[src/rtl/tcpu_pkg.sv]
package tcpu_pkg;

  localparam int OPW  = 8;
  localparam int RSW  = 2;
  localparam int NREG = 1 << RSW;

  typedef enum logic [1:0] {
    ST_FETCH,
    ST_OPC,
    ST_KBYTE,
    ST_EXEC
  } state_t;

  typedef enum logic [3:0] {
    K_NOP,
    K_MOV,
    K_LDR,
    K_STR,
    K_SHF,
    K_INC,
    K_DEC,
    K_IN,
    K_OUT,
    K_JMP,
    K_ARI
  } kind_t;

  localparam logic [1:0] SH_ASR = 2'b00;
  localparam logic [1:0] SH_LSR = 2'b01;
  localparam logic [1:0] SH_ROR = 2'b10;
  localparam logic [1:0] SH_RRC = 2'b11;

  localparam logic [1:0] MODE_KIMM = 2'b10;

  typedef struct packed {
    kind_t          kind;
    logic [RSW-1:0] dst;
    logic [1:0]     sel;
    logic           ind;
    logic           sub;
    logic           usec;
    logic           need_k;
    logic           mem_rd;
  } dec_t;

endpackage

[src/rtl/tcpu_decode.sv]
module tcpu_decode
  import tcpu_pkg::*;
(
  input  logic [OPW-1:0] opc,
  output dec_t           d
);

  always_comb begin
    d        = '0;
    d.kind   = K_NOP;
    d.dst    = opc[3:2];
    d.sel    = opc[1:0];
    d.ind    = opc[4];
    d.sub    = opc[6];
    d.usec   = opc[5];
    if (opc[7]) begin
      d.kind   = K_ARI;
      d.need_k = opc[4] & opc[1];
      d.mem_rd = opc[4] & (opc[1:0] != MODE_KIMM);
    end else begin
      case (opc[6:4])
        3'b000: d.kind = K_MOV;
        3'b001: begin
          d.kind   = K_LDR;
          d.need_k = opc[1];
          d.mem_rd = (opc[1:0] != MODE_KIMM);
        end
        3'b010: d.kind = K_SHF;
        3'b011: begin
          d.kind   = K_STR;
          d.need_k = opc[1];
        end
        3'b100: begin
          case (opc[1:0])
            2'b00:   d.kind = K_INC;
            2'b01:   d.kind = K_DEC;
            2'b10:   begin d.kind = K_IN;  d.need_k = 1'b1; end
            default: begin d.kind = K_OUT; d.need_k = 1'b1; end
          endcase
        end
        3'b111: begin
          if (opc[3:2] == 2'b00) begin
            d.kind   = K_JMP;
            d.need_k = 1'b1;
          end
        end
        default: d.kind = K_NOP;
      endcase
    end
  end

endmodule

[src/rtl/tcpu_regfile.sv]
module tcpu_regfile
  import tcpu_pkg::*;
#(
  parameter int DW = 8
) (
  input  logic           clk,
  input  logic           rst_ni,
  input  logic           we,
  input  logic [RSW-1:0] waddr,
  input  logic [DW-1:0]  wdata,
  input  logic [RSW-1:0] raddr_a,
  input  logic [RSW-1:0] raddr_b,
  input  logic [RSW-1:0] raddr_c,
  output logic [DW-1:0]  rdata_a,
  output logic [DW-1:0]  rdata_b,
  output logic [DW-1:0]  rdata_c
);

  logic [NREG-1:0][DW-1:0] q;

  for (genvar g = 0; g < NREG; g++) begin : g_reg
    logic          en;
    logic [DW-1:0] r_q;
    assign en = we && (waddr == RSW'(g));
    always_ff @(posedge clk or negedge rst_ni) begin
      if (!rst_ni)  r_q <= '0;
      else if (en)  r_q <= wdata;
    end
    assign q[g] = r_q;
  end

  assign rdata_a = q[raddr_a];
  assign rdata_b = q[raddr_b];
  assign rdata_c = q[raddr_c];

endmodule

[src/rtl/tcpu_alu.sv]
module tcpu_alu
  import tcpu_pkg::*;
#(
  parameter int DW = 8
) (
  input  kind_t         kind,
  input  logic          sub,
  input  logic          usec,
  input  logic [1:0]    sel,
  input  logic [DW-1:0] a,
  input  logic [DW-1:0] b,
  input  logic          cin,
  output logic [DW-1:0] res,
  output logic          cout,
  output logic          zero
);

  logic [DW:0]   sum;
  logic [DW-1:0] bop;
  logic          ci;

  always_comb begin
    bop  = sub ? ~b : b;
    ci   = usec ? cin : sub;
    sum  = {1'b0, a} + {1'b0, bop} + (DW+1)'(ci);
    res  = a;
    cout = cin;
    case (kind)
      K_ARI: begin
        res  = sum[DW-1:0];
        cout = sum[DW];
      end
      K_INC: res = a + DW'(1);
      K_DEC: res = a - DW'(1);
      K_SHF: begin
        cout = a[0];
        case (sel)
          SH_ASR:  res = {a[DW-1], a[DW-1:1]};
          SH_LSR:  res = {1'b0,    a[DW-1:1]};
          SH_ROR:  res = {a[0],    a[DW-1:1]};
          default: res = {cin,     a[DW-1:1]};
        endcase
      end
      default: res = a;
    endcase
    zero = (res == '0);
  end

endmodule

[src/rtl/tcpu_core.sv]
module tcpu_core
  import tcpu_pkg::*;
#(
  parameter int DW = 8
) (
  input  logic          clk,
  input  logic          rst_n,
  output logic [DW-1:0] mem_addr,
  output logic [DW-1:0] mem_wdata,
  input  logic [DW-1:0] mem_rdata,
  output logic          mem_we,
  output logic [DW-1:0] io_addr,
  output logic [DW-1:0] io_wdata,
  input  logic [DW-1:0] io_rdata,
  output logic          io_rd,
  output logic          io_wr
);

  // reset: asynchronous assert, two-stage synchronous release
  logic [1:0] rs_q;
  logic       rst_q;
  always_ff @(posedge clk or negedge rst_n) begin
    if (!rst_n) rs_q <= 2'b00;
    else        rs_q <= {rs_q[0], 1'b1};
  end
  assign rst_q = rs_q[1];

  state_t         st_q, st_d;
  logic [DW-1:0]  pc_q, pc_d;
  logic [OPW-1:0] ir_q, ir_d;
  logic [DW-1:0]  k_q, k_d;
  logic           c_q, c_d;
  logic           z_q, z_d;

  logic [OPW-1:0] cur_op;
  dec_t           dec;
  kind_t          cur_kind;

  assign cur_op   = (st_q == ST_OPC) ? mem_rdata[OPW-1:0] : ir_q;
  assign cur_kind = dec.kind;

  tcpu_decode u_dec (
    .opc (cur_op),
    .d   (dec)
  );

  logic           rf_we;
  logic [DW-1:0]  rf_wd;
  logic [DW-1:0]  rd_a, rd_b, rd_c;
  logic [RSW-1:0] ptr_sel;

  // pointer registers i and j are indices 2 and 3
  assign ptr_sel = {1'b1, dec.sel[0]};

  tcpu_regfile #(.DW(DW)) u_rf (
    .clk     (clk),
    .rst_ni  (rst_q),
    .we      (rf_we),
    .waddr   (dec.dst),
    .wdata   (rf_wd),
    .raddr_a (dec.dst),
    .raddr_b (dec.sel),
    .raddr_c (ptr_sel),
    .rdata_a (rd_a),
    .rdata_b (rd_b),
    .rdata_c (rd_c)
  );

  logic [DW-1:0] opnd;
  logic [DW-1:0] alu_res;
  logic          alu_c, alu_z;

  always_comb begin
    opnd = rd_b;
    if ((cur_kind == K_LDR || cur_kind == K_ARI) && dec.ind)
      opnd = (dec.sel == MODE_KIMM) ? k_q : mem_rdata;
  end

  tcpu_alu #(.DW(DW)) u_alu (
    .kind (cur_kind),
    .sub  (dec.sub),
    .usec (dec.usec),
    .sel  (dec.sel),
    .a    (rd_a),
    .b    (opnd),
    .cin  (c_q),
    .res  (alu_res),
    .cout (alu_c),
    .zero (alu_z)
  );

  logic in_exec;
  logic cond_ok;
  assign in_exec = (st_q == ST_EXEC);

  always_comb begin
    case (dec.sel)
      2'b00:   cond_ok = 1'b1;
      2'b01:   cond_ok = c_q;
      2'b10:   cond_ok = !c_q;
      default: cond_ok = z_q;
    endcase
  end

  // next-state process
  always_comb begin
    st_d  = st_q;
    pc_d  = pc_q;
    ir_d  = ir_q;
    k_d   = k_q;
    c_d   = c_q;
    z_d   = z_q;
    rf_we = 1'b0;
    rf_wd = alu_res;
    case (st_q)
      ST_FETCH: begin
        pc_d = pc_q + DW'(1);
        st_d = ST_OPC;
      end
      ST_OPC: begin
        ir_d = cur_op;
        if (dec.need_k) begin
          pc_d = pc_q + DW'(1);
          st_d = ST_KBYTE;
        end else begin
          st_d = ST_EXEC;
        end
      end
      ST_KBYTE: begin
        k_d  = mem_rdata;
        st_d = ST_EXEC;
      end
      default: begin
        st_d = ST_FETCH;
        case (cur_kind)
          K_MOV, K_LDR: begin
            rf_we = 1'b1;
            rf_wd = opnd;
          end
          K_IN: begin
            rf_we = 1'b1;
            rf_wd = io_rdata;
          end
          K_INC, K_DEC: begin
            rf_we = 1'b1;
            z_d   = alu_z;
          end
          K_ARI, K_SHF: begin
            rf_we = 1'b1;
            c_d   = alu_c;
            z_d   = alu_z;
          end
          K_JMP: begin
            if (cond_ok) pc_d = k_q;
          end
          default: ;
        endcase
      end
    endcase
  end

  // register process
  always_ff @(posedge clk or negedge rst_q) begin
    if (!rst_q) begin
      st_q <= ST_FETCH;
      pc_q <= '0;
      ir_q <= '0;
      k_q  <= '0;
      c_q  <= 1'b0;
      z_q  <= 1'b0;
    end else begin
      st_q <= st_d;
      pc_q <= pc_d;
      ir_q <= ir_d;
      k_q  <= k_d;
      c_q  <= c_d;
      z_q  <= z_d;
    end
  end

  // memory address selection
  always_comb begin
    mem_addr = pc_q;
    case (st_q)
      ST_OPC:   if (!dec.need_k && dec.mem_rd) mem_addr = rd_c;
      ST_KBYTE: if (dec.mem_rd)                mem_addr = mem_rdata;
      ST_EXEC:  if (cur_kind == K_STR)         mem_addr = dec.sel[1] ? k_q : rd_c;
      default:  mem_addr = pc_q;
    endcase
  end

  assign mem_we    = in_exec && (cur_kind == K_STR);
  assign mem_wdata = rd_a;
  assign io_addr   = k_q;
  assign io_wdata  = rd_a;
  assign io_rd     = in_exec && (cur_kind == K_IN);
  assign io_wr     = in_exec && (cur_kind == K_OUT);

endmodule

[config.mk]
export PLATFORM = sky130hd
export DESIGN_NAME = tcpu_core
export DESIGN_NICKNAME = d
export VERILOG_FILES = /design/src/rtl/tcpu_pkg.sv /design/src/rtl/tcpu_decode.sv /design/src/rtl/tcpu_regfile.sv /design/src/rtl/tcpu_alu.sv /design/src/rtl/tcpu_core.sv
export SDC_FILE = /design/constraint.sdc
export NUM_CORES = 1
export LEC_CHECK = 0
export ABC_CLOCK_PERIOD_IN_PS = 7050
export CORE_UTILIZATION = 25
export DETAILED_ROUTE_END_ITERATION = 12
export GPL_TIMING_DRIVEN = 0
export MAX_ROUTING_LAYER = met4
export PLACE_DENSITY = 0.54
export SLEW_MARGIN = 10
export SYNTH_ARGS = -nofsm -noshare
export SYNTH_HDL_FRONTEND = slang
export SYNTH_SLANG_ARGS = --single-unit
export TNS_END_PERCENT = 1
[constraint.sdc]
create_clock -name clk -period 7.05 [get_ports clk]
set_input_delay 2.115 -clock clk [delete_from_list [all_inputs] [get_ports clk]]
set_output_delay 2.115 -clock clk [all_outputs]
set_load 0.005 [all_outputs]
== Word-level counts from Yosys, hierarchy flattened ==
Index checks and enable logic that the tools add are counted.
Word-level totals
  word-level logic and storage cells: 118
  output and inout port bits: 35
  register bits after elaboration: 62
  bits of input ports: 18
Cells by class
  add/subtract/negate cells: 5
  equality and inequality tests: 25
  order comparisons: 3
  muxes and demuxes: 39
  reductions and logical operators: 30
  bitwise logic cells: 5
Operator list (count)
  $mux 8: 16
  $pmux 8 s3: 3
  $bmux 8 s2: 2
  $pmux 8 s4: 1
  $pmux 4 s6: 1
  $add 8x1->8 const B: 2
  $eq 4x3->1 const B: 4
  $pmux 8 s2: 1
  $eq 4x4->1 const B: 3
  $pmux 4 s3: 1
  $eq 2x2->1 const B: 5
  $add 8x8->9: 1
  $add 9x1->9: 1
  $logic_and 1x1->1: 9
  $lt 2x3->1 const B: 3
  $eq 4x2->1 const B: 2
  $logic_not 8->1: 1
  $mux 4: 2
  $not 8->8: 1
  $reduce_or 2->1: 4
  $sub 8x1->8 const B: 1
  $mux 1: 7
  $reduce_or 7->1: 1
  $eq 2x1->1 const B: 3
  other kinds (22): 32

== Depth between registers and ports, before layout ==
Gate-level depths: netlist of the first run.
  depth after elaboration: 17
  depth in mapped cells: 26
  depth with buffers taken out: 22

== Hierarchy ==
From an unflattened synthesis of the first run, not the netlist that was laid out.
Unflattened totals
  cells, all modules: 579
  area, all modules: 5726.7 sq um
Modules (own cells, without submodules)
  tcpu_core: instances 1, sequential area each 750.7 sq um, cells each 279, area an instance 2517.4 sq um
  tcpu_regfile: instances 1, sequential area each 800.8 sq um, cells each 98, area an instance 1779.2 sq um
  tcpu_alu: instances 1, sequential area each 0.0 sq um, cells each 163, area an instance 1147.4 sq um
  tcpu_decode: instances 1, sequential area each 0.0 sq um, cells each 39, area an instance 282.8 sq um

== Worst setup path before layout of the first run ==
OpenSTA, ideal clock, no wires.
  path kind: input to output
  start: input port mem_rdata[0]
  end: output port mem_addr[0]
  arrival: 4844 ps
  required time: 4935 ps
  setup slack: 91 ps
  cell stages on the path: 13
  path buffers: 1
  cell sequence: nand2_1 nand2_1 clkbuf_1 ha_1 nor3b_1 nor3_1 nor4_4 or2b_4 nor2_4 mux2_2 a221oi_1 a21oi_1 a2bb2oi_1
Between the ends
  longest elaborated chain between the ends: 10
  elaborated cells on any way between the ends: 24
  classes of those cells: 4 x eq/ne; 15 x mux; 1 x bitwise; 4 x reduce/logical
Ends and longest elaborated chain
  start: declaration: line tcpu_core.sv:10  | input logic [DW-1:0] mem_rdata,
  $mux 8 *: line tcpu_core.sv:39  | assign cur_op = (st_q == ST_OPC) ? mem_rdata[OPW-1:0] : ir_q;
  named net cur_op[0]: line tcpu_core.sv:35  | logic [OPW-1:0] cur_op;
  branches (longest 8 deep; another with $mux 8)
  $pmux 8 s3 *: line tcpu_core.sv:184  | case (st_q)
  end: declaration: line tcpu_core.sv:8  | output logic [DW-1:0] mem_addr,
Mark *: on every way through the listed nets, which the timed path passes. The select of a mux whose other input is x is not followed.

== Final worst setup path of the first run ==
  start: input port mem_rdata[1]
  end: output port mem_addr[3]
Same word-level chain as after synthesis.

==> reports/qor.txt, run 1 <==
gr ovfl total -> 0
CTS max path bufs -> 2
Final Non-Filler Cells -> 937
worst setup margin -> -0.02742 ns
drt initial violations -> 429
Post-synth EDFFs -> 0
fin nets -> 699
drt total wl -> 17710 um
Total GRT Usage -> 0.1720
CP max FO -> 8
Max Freq -> 141.3 MHz
Async SR Flop Fraction -> 1.000
I/O Buffers -> 50
outcome -> complete, but fails checks
placed inst area -> 6289 um2
Sink Count -> 62
die width -> 149.1 um
violations in the final reports -> negative setup slack
final number of hold-violating endpoints -> 0
worst slack at placement -> -1.698 ns
max-cap viol count -> 0
CP Capture Point -> mem_addr[3]
post-route minimum period -> 7.077 ns
worst reg2reg endpoint -> u_rf.g_reg[1].r_q[7]
Distinct cells, synth -> 85
fin. max-slew vios -> 0
critical path class -> in -> out
first-pass GRT wire length -> 28340 um
via count -> 4887
sequential-to-total area share from yosys stat -> 0.2866
Final Cycle Share -> 1.004
CTS tree -> done
final antenna-violating net count -> 0
I/O pins -> 53
CTS root buffer -> clkbuf_16
commonest non-fill, non-tap cells in the layout -> 76 x nand2_1, 61 x dfrtp_1, 55 x mux2_2
post-route cell area -> 7034 um2
Critical Path End Type -> primary output
Rows -> 53
clock skew -> 0.007604 ns
Residual DRC -> 0
WP data arrival -> 4.96 ns
Crit. Startpoint -> mem_rdata[1]
Worst R2R Start -> st_q[1]
DIE AREA -> 22240 um2
ratio of cells with drive above 1 in the final layout -> 0.3127
Vias/cell -> 5.216
Yosys warning total -> 0
Mapped Nets -> 615
Crit path required time -> 4.93 ns
largest net degree at the start of global routing -> 45
Avg WL per Cell -> 18.90 um
final setup fails -> 6
n_diodes -> 0
Clock transition at path regs -> 0.06 ns
antenna violations before repair -> 0
worst r2r path cells -> 22
hold slack -> 0.2022 ns
vias in the first global route -> 4961
RSZ-0062 raised after global routing -> true
CTS Buf Count -> 9
clock insertion delay at the later pin of the skew report -> 0.35 ns
number of fill cells -> 2138
RD Place Congestion -> 0.8551
Synth Flop Type -> dfrtp_1
worst min-delay path category -> reg -> async
Post-DP HPWL -> 12920 um
Mapped Avg Cell Area -> 9.446 um2
worst relative slew slack -> 0.3988
startpoint class of the critical path -> input port
Starting Density -> 0.2559
worst slew pin tran -> 0.8951 ns
Syn Inst Count -> 573
# H-tree levels -> 3
Mapped Area -> 5413 um2
die height -> 149.1 um
Core Region -> 21150 um2
Area Growth Syn to Fin -> 29.96%
#FFs+latches synth -> 62
1st-pass router iterations -> 5
hold buffer count at CTS -> 0
R2R Setup Slk -> 1.60 ns
commonest non-fill, non-tap cell in the layout -> nand2_1
placed insts -> 899
-- state kept, by name, indices dropped and copies added, names as in the netlist --
register	count
c_q	1
io_addr	8
ir_q	8
pc_q	8
rs_q	2
st_q	2
u_rf.g.r_q	32
z_q	1
-- critical path, cell delays in order --
cell and delay, ns:
buf_8 0.10, mux2_4 0.29, clkbuf_16 0.15, ha_4 0.16, or3b_1 0.34, and3_4 0.18
nor4_4 0.24, or2b_4 0.19, nor2_4 0.04, buf_12 0.14, mux2_2 0.27, a221oi_2 0.29
a21oi_1 0.14, a2bb2oi_2 0.18, buf_2 0.13
-- routing by layer --
metal / vias to the layer above / share of wire / wire (um) / global-route usage
met5: - / 0 / 0 / -
met3: 36 / 0.034 / 608 / 0.01957
met1: 2445 / 0.45 / 7989 / 0.2195
li1: 2285 / - / - / -
met2: 121 / 0.49 / 8707 / 0.2805
met4: 0 / 0.023 / 405 / 0.06071
-- worst min-delay path by stage --
stage | to | cells past startpoint
floorplan | rs_q[1] | 0
global route | pc_q[2] | 0
detailed placement | pc_q[2] | 0
finish | pc_q[2] | 0
global placement | rs_q[1] | 0
CTS | pc_q[2] | 0
-- cell families after synthesis --
family | count (synthesis) | synth area share
AO/OA/AOI/OAI | 145 | 0.1884
flip-flops | 62 | 0.2866
multiplexers | 89 | 0.2055
other | 1 | 0.0006928
XOR/XNOR | 23 | 0.03722
adder cells (fa/ha/maj) | 24 | 0.05964
buffers and inverters | 55 | 0.04901
AND/OR/NAND/NOR | 174 | 0.1729
-- timing repair --
item | CTS | global route
resized for setup | 83 | 10
setup buffers | 22 | 2
pin swaps | 22 | 6
setup endpoints to repair | 40 | 9
-- layout make-up --
class	instances	area [um2]	share of cell area
plain buffers	34	226.5	0.03219
clock buffers	10	229.0	0.03255
clock inverters	6	95.09	0.01352
inverters	19	73.82	0.01049
multi-input cells	456	3816	0.5425
flip-flops and latches	62	1555	0.2211
well taps	275	344.1	0.04891
repair buffers	75	694.4	0.09872
-- cells in the mapped netlist (3+ instances only) --
library cell / n / share of area
a21o_1: 7 / 0.0097
a21oi_1: 41 / 0.038
a221o_1: 7 / 0.013
a221oi_1: 8 / 0.013
a2bb2oi_1: 10 / 0.016
a31oi_1: 3 / 0.0035
a32o_1: 3 / 0.0055
and3_1: 14 / 0.016
buf_1: 4 / 0.0028
buf_2: 9 / 0.0083
buf_4: 8 / 0.011
clkbuf_1: 13 / 0.0090
dfrtp_1: 62 / 0.29
fa_1: 3 / 0.011
ha_1: 21 / 0.049
inv_1: 12 / 0.0083
inv_2: 4 / 0.0028
mux2_2: 60 / 0.12
mux2i_1: 17 / 0.031
mux2i_4: 4 / 0.017
mux4_2: 6 / 0.025
nand2_1: 78 / 0.054
nand2b_1: 5 / 0.0058
nand3_1: 17 / 0.016
nand3_2: 3 / 0.0055
nor2_1: 15 / 0.010
nor2b_1: 6 / 0.0069
nor3_1: 6 / 0.0055
nor3_2: 3 / 0.0055
o21ai_0: 29 / 0.027
o21ai_1: 3 / 0.0028
o22ai_1: 3 / 0.0035
or2_2: 3 / 0.0035
xnor2_1: 21 / 0.034
-- per-stage QoR --
step | setup TNS (ns) | utilization
finish | -0.08628 | 0.3325
global placement | -29.85 | 0.2958
global route | -0.5690 | 0.3325
floorplan | 0 | -
detailed placement | -30.60 | 0.2973
CTS | -0.1232 | 0.3291
Power of run 1 is left out: the tool's default activity adds up to more than one toggle a clock period on the data nets, which glitch-free logic cannot reach.
==> inputs of run 2 (changes only) <==
--- a/config.mk
+++ b/config.mk
@@ -5,7 +5,7 @@
 export SDC_FILE = /design/constraint.sdc
 export NUM_CORES = 1
 export LEC_CHECK = 0
-export ABC_CLOCK_PERIOD_IN_PS = 7050
+export ABC_CLOCK_PERIOD_IN_PS = 6200
 export CORE_UTILIZATION = 25
 export DETAILED_ROUTE_END_ITERATION = 12
 export GPL_TIMING_DRIVEN = 0
==> constraint.sdc (replaced) <==
create_clock -name clk -period 6.2 [get_ports clk]
set_input_delay 1.86 -clock clk [delete_from_list [all_inputs] [get_ports clk]]
set_output_delay 1.86 -clock clk [all_outputs]
set_load 0.005 [all_outputs]
==> run 2 against run 1 <==
The flow still finishes with violations (negative setup slack). Hold slack worse by 0.0010 ns. Global-route usage down 0.47 points. Core utilization grew 0.083 points. Via count fell by 0.65%. Register-to-register slack got worse by 0.89 ns. Final area grew 0.25%. Cell count shrank 0.21%. Die area unchanged.
==> reports/qor.txt, run 2 (synthesis gave the netlist of run 1 again) <==
Fin Setup TNS -> -3.126 ns
CTS Buf Count -> 9
final setup fails -> 9
worst relative slew slack -> 0.2711
worst setup margin -> -0.3904 ns
worst min-delay path category -> reg -> async
CTS max path bufs -> 2
violations in the final reports -> negative setup slack
final number of hold-violating endpoints -> 0
fin util -> 0.3334
RSZ-0062 raised after global routing -> true
CTS tree -> done
first-pass GRT wire length -> 27280 um
Total GRT Usage -> 0.1672
clock insertion delay at the later pin of the skew report -> 0.35 ns
CP dominant cell by count -> mux2_4
Starting Density -> 0.2559
Max Freq -> 151.7 MHz
Crit path required time -> 4.34 ns
drt total wl -> 17620 um
DIE AREA -> 22240 um2
vias in the first global route -> 4721
Area Growth Syn to Fin -> 30.28%
clock skew -> 0.01163 ns
# H-tree levels -> 3
n_diodes -> 0
fin nets -> 697
CP max FO -> 8
startpoint class of the critical path -> input port
gr ovfl total -> 0
drt initial violations -> 366
via count -> 4855
Residual DRC -> 0
Biggest register -> u_rf.g.r_q
WP data arrival -> 4.73 ns
commonest non-fill, non-tap cell in the layout -> nand2_1
RD Place Congestion -> 0.8758
ratio of cells with drive above 1 in the final layout -> 0.3242
Vias/cell -> 5.193
I/O Buffers -> 50
largest net degree at the start of global routing -> 45
commonest non-fill, non-tap cells in the layout -> 76 x nand2_1, 61 x dfrtp_1, 51 x mux2_2
hold buffer count at CTS -> 0
Rows -> 53
Sink Count -> 62
final antenna-violating net count -> 0
Core Region -> 21150 um2
die height -> 149.1 um
Avg WL per Cell -> 18.84 um
CP peak stage delay -> 0.34 ns
Post-DP HPWL -> 12830 um
Final Cycle Share -> 1.063
critical path class -> in -> out
Clock transition at path regs -> 0.06 ns
post-route minimum period -> 6.590 ns
Slowest cell on crit path -> or3b_1
worst slew pin tran -> 1.093 ns
max-cap viol count -> 0
Critical Path End Type -> primary output
outcome -> complete, but fails checks
die width -> 149.1 um
I/O pins -> 53
CTS root buffer -> clkbuf_16
Critical Path, Cell by Cell -> buf_4 > mux2_4 > clkbuf_16 > ha_4 > or3b_1 > and3_4 > nor4_4 > or2b_4 > nor2_4 > buf_12 > mux2_4 > a221oi_4 > a21oi_2 > a2bb2oi_1 > clkbuf_2
fin. max-slew vios -> 0
antenna violations before repair -> 0
1st-pass router iterations -> 7
max reg flops -> 32
-- run 2: changes by cell type in the layout (fill, tap and decap cells not counted), sizes merged --
cell | before | now
bufinv | 2 | 0
inv | 18 | 17
clkbuf | 23 | 30
buf | 56 | 46
dlymetal6s2s | 1 | 2
clkinv | 5 | 7
clkinvlp | 0 | 2
clkdlybuf4s50 | 36 | 35
-- run 2: area by class of cell --
class,count,area (um2)
Fill cell,2129,14100
Multi-Input combinational cell,456,3904
Sequential cell,62,1555
Timing Repair Buffer,72,664.4
Tap cell,275,344.1
Buffer,35,232.7
Clock buffer,9,225.2
Inverter,19,75.07
Clock inverter,7,51.30
-- run 2: worst max-delay path: cells and delay by family --
kind / cells / cell delay (ns)
multiplexers: 2 / 0.59
adder cells (fa/ha/maj): 1 / 0.15
AO/OA/AOI/OAI: 3 / 0.57
buffers and inverters: 4 / 0.55
AND/OR/NAND/NOR: 5 / 0.99
-- run 2: metrics by stage --
stage	hold WS, ns	worst slack [ns]	cell area [um2]	cells
global placement	0.3349	-1.670	6367	898
detailed placement	0.2122	-1.679	6399	899
CTS	0.2143	-0.5357	6990	934
floorplan	0.3312	-0.03784	5523	573
finish	0.2012	-0.3904	7052	935
global route	0.2251	-0.4993	7052	935
-- run 2: final timing paths --
check,startpoint,to,slack (ns),depth (start not counted)
max in group asynchronous,rst_n,rs_q[1],4.39,1
worst max register to register,st_q[1],u_rf.g_reg[1].r_q[6],0.71,23
worst max-delay path,mem_rdata[1],mem_addr[7],-0.39,15
min in group clk,rs_q[0],rs_q[1],0.35,0
worst min-delay path,rs_q[1],c_q,0.20,0
worst min register to register,rs_q[1],c_q,0.20,0
-- run 2: per-layer routing --
layer / GRT usage / vias to the layer above / wire [um] / share of wire
met5: - / - / 0 / 0
met3: 0.02294 / 26 / 691 / 0.039
met1: 0.2148 / 2447 / 7900 / 0.45
li1: - / 2273 / - / -
met4: 0.05867 / 0 / 407 / 0.023
met2: 0.2684 / 109 / 8616 / 0.49
-- run 2: what timing repair did --
action,in CTS,in global routing
pin swaps,17,16
buffers inserted,20,1
setup endpoints to repair,47,18
resized for setup,52,26
Power of run 2 is left out for the same reason.
==> inputs of run 3 (changes only) <==
--- a/config.mk
+++ b/config.mk
@@ -14,5 +14,6 @@
 export SLEW_MARGIN = 10
 export SYNTH_ARGS = -nofsm -noshare
 export SYNTH_HDL_FRONTEND = slang
+export SYNTH_HIERARCHICAL = 1
 export SYNTH_SLANG_ARGS = --single-unit
 export TNS_END_PERCENT = 1
==> run 3 against run 2 <==
The flow now finishes without violations. Wire length fell by 0.42%. Critical path depth decreased by 3. Die area up 5.7%. Flip-flop and latch count unchanged. Core utilization decreased by 1.1 points. Area after synthesis increased by 5.8%. Hold slack improved by 0.15 ns. Register-to-register slack got worse by 0.27 ns. Setup slack better by 0.47 ns. Cell count up 1.8%. Final area up 3.3%. First-iteration DRC count is 4.4% higher. Critical path type unchanged.
==> reports/qor.txt, run 3 <==
commonest non-fill, non-tap cell in the layout -> mux2_2
critical path class -> in -> out
CTS root buffer -> clkbuf_16
Rows -> 55
gr ovfl total -> 0
final antenna-violating net count -> 0
WP data arrival -> 4.26 ns
Sequential cell area -> 1555 um2
CTS max path bufs -> 2
WP buf/inv -> 4
# H-tree levels -> 3
number of fill cells -> 2334
clock insertion delay at the later pin of the skew report -> 0.34 ns
n_diodes -> 0
Distinct cells, synth -> 78
antenna violations before repair -> 0
CP max FO -> 10
startpoint class of the critical path -> input port
Crit. Startpoint -> mem_rdata[6]
largest net degree at the start of global routing -> 61
#FFs+latches synth -> 62
RSZ-0062 raised after global routing -> true
Slowest cell on crit path -> mux2_2
Starting Density -> 0.2537
count leader, synth -> mux2_2
clock skew -> 0.01147 ns
Synth area leader -> dfrtp_1
Post-DP HPWL -> 12800 um
Syn Inst Count -> 579
DIE AREA -> 23520 um2
I/O pins -> 53
final setup fails -> 0
CP delay by family, top -> buffers and inverters
RD Place Congestion -> 0.8318
Final Cycle Share -> 0.9876
CTS tree -> done
Core Region -> 22570 um2
Synth top area share -> 0.2709
die width -> 153.4 um
fin. max-slew vios -> 0
Post-synth EDFFs -> 0
Synth Flop Type -> dfrtp_1
worst min-delay path category -> reg -> reg
fin nets -> 699
I/O Buffers -> 52
Critical Path End Type -> primary output
Vias/cell -> 5.166
max-cap viol count -> 0
worst relative slew slack -> 0.3106
Area Growth Syn to Fin -> 27.18%
Biggest register -> u_rf/g.r_q
drt total wl -> 17540 um
Total GRT Usage -> 0.1552
outcome -> complete, no violations
Multi-input gate area -> 4013 um2
Clock transition at path regs -> 0.06 ns
Sink Count -> 62
Mapped Area -> 5727 um2
die height -> 153.4 um
Max Freq -> 163.3 MHz
Async SR Flop Fraction -> 1.000
via count -> 4918
Yosys warning total -> 6
Mapped Avg Cell Area -> 9.891 um2
Residual DRC -> 0
drt initial violations -> 382
first-pass GRT wire length -> 27360 um
Synth top cells by count -> 68 x mux2_2, 62 x dfrtp_1, 34 x nand2_1
placed insts -> 917
Crit path required time -> 4.34 ns
ratio of cells with drive above 1 in the final layout -> 0.3403
sequential-to-total area share from yosys stat -> 0.2709
CTS Buf Count -> 9
Worst R2R Start -> st_q[1]
post-route minimum period -> 6.123 ns
Avg WL per Cell -> 18.43 um
Final Non-Filler Cells -> 952
worst hold start -> rs_q[0]
final number of hold-violating endpoints -> 0
Critical Path, Cell by Cell -> clkdlybuf4s15_2 > mux2_2 > buf_2 > and2b_1 > xnor2_1 > o31ai_2 > nor2b_1 > buf_4 > a22o_1 > a22oi_2 > o21ai_1 > clkdlybuf4s15_1
worst slew pin tran -> 1.020 ns
top post-synthesis cells by area -> dfrtp_1 27%, mux2_2 13%, mux4_2 9.4%, ha_1 3.7%, o21ai_0 2.5%
CP peak stage delay -> 0.31 ns
commonest non-fill, non-tap cells in the layout -> 63 x mux2_2, 61 x dfrtp_1, 42 x buf_4
1st-pass router iterations -> 5
max reg flops -> 32
vias in the first global route -> 4809
-- run 3: worst reg2reg max path, delay by kind of cell, from the launching register on --
family,cells,cell delay (ns)
AO/OA/AOI/OAI,8,1.40
buffers and inverters,8,1.35
adder cells (fa/ha/maj),4,1.00
multiplexers,3,0.78
AND/OR/NAND/NOR,2,0.48
flip-flops,1,0.44
XOR/XNOR,1,0.20
-- run 3: repair_timing --
item                       CTS  global route
pin swaps                   17            14
resized for setup           75            37
setup endpoints to repair   61            31
buffers inserted            17             4
hold buffers                 0             0
-- run 3: stage by stage --
step	setup WS, ns	cell area [um2]	TNS (ns)	hold slack, ns	utilization
final	0.07711	7283	0	0.3496	0.3227
after global routing	-0.05101	7283	-0.1267	0.3684	0.3227
after CTS	-0.01909	7124	-0.03798	0.3494	0.3156
after detailed placement	-1.424	6611	-48.08	0.3371	0.2929
after global placement	-1.428	6608	-48.12	0.3364	0.2927
after floorplan	0.1006	5731	0	0.3312	-
-- run 3: layer usage --
layer / track usage / vias to the layer above / wire length (um) / part of all wire
met4: 0.05333 / 0 / 391 / 0.022
met1: 0.1950 / 2456 / 7899 / 0.45
li1: - / 2334 / - / -
met5: - / - / 0 / 0
met3: 0.01758 / 22 / 489 / 0.028
met2: 0.2581 / 106 / 8760 / 0.50
-- run 3: cells by family (layout without fill, tap and decap cells) --
group / after synthesis / in the layout / synth area share
and+or+nand+nor: 152 / 152 / 0.1505
AOI/OAI and AO/OA: 144 / 144 / 0.1866
muxes: 105 / 105 / 0.2508
buffers and inverters: 81 / 168 / 0.07341
DFF: 62 / 62 / 0.2709
adders and majority gates: 19 / 19 / 0.04413
xor gates and xnor gates: 15 / 15 / 0.02294
other: 1 / 2 / 0.0006548
-- run 3: path summary, 6_finish.rpt --
path | slack, ns | endpoint | cells past startpoint
setup / recovery | 0.08 | mem_addr[1] | 12
hold / removal | 0.35 | rs_q[1] | 0
hold reg to reg | 0.35 | rs_q[1] | 0
max in group asynchronous | 4.37 | rs_q[1] | 1
setup reg to reg | 0.44 | u_rf/g_reg[0].r_q[6] | 26
min in group asynchronous | 0.42 | pc_q[0] | 0
-- run 3: final cells by class --
class,count,share of cell area
Buffer,51,0.04501
Clock buffer,12,0.03384
Clock inverter,4,0.003092
Inverter,28,0.01477
Multi-Input combinational cell,437,0.5509
Sequential cell,62,0.2135
Tap cell,285,0.04896
Timing Repair Buffer,73,0.08985
Power of run 3 is left out for the same reason.
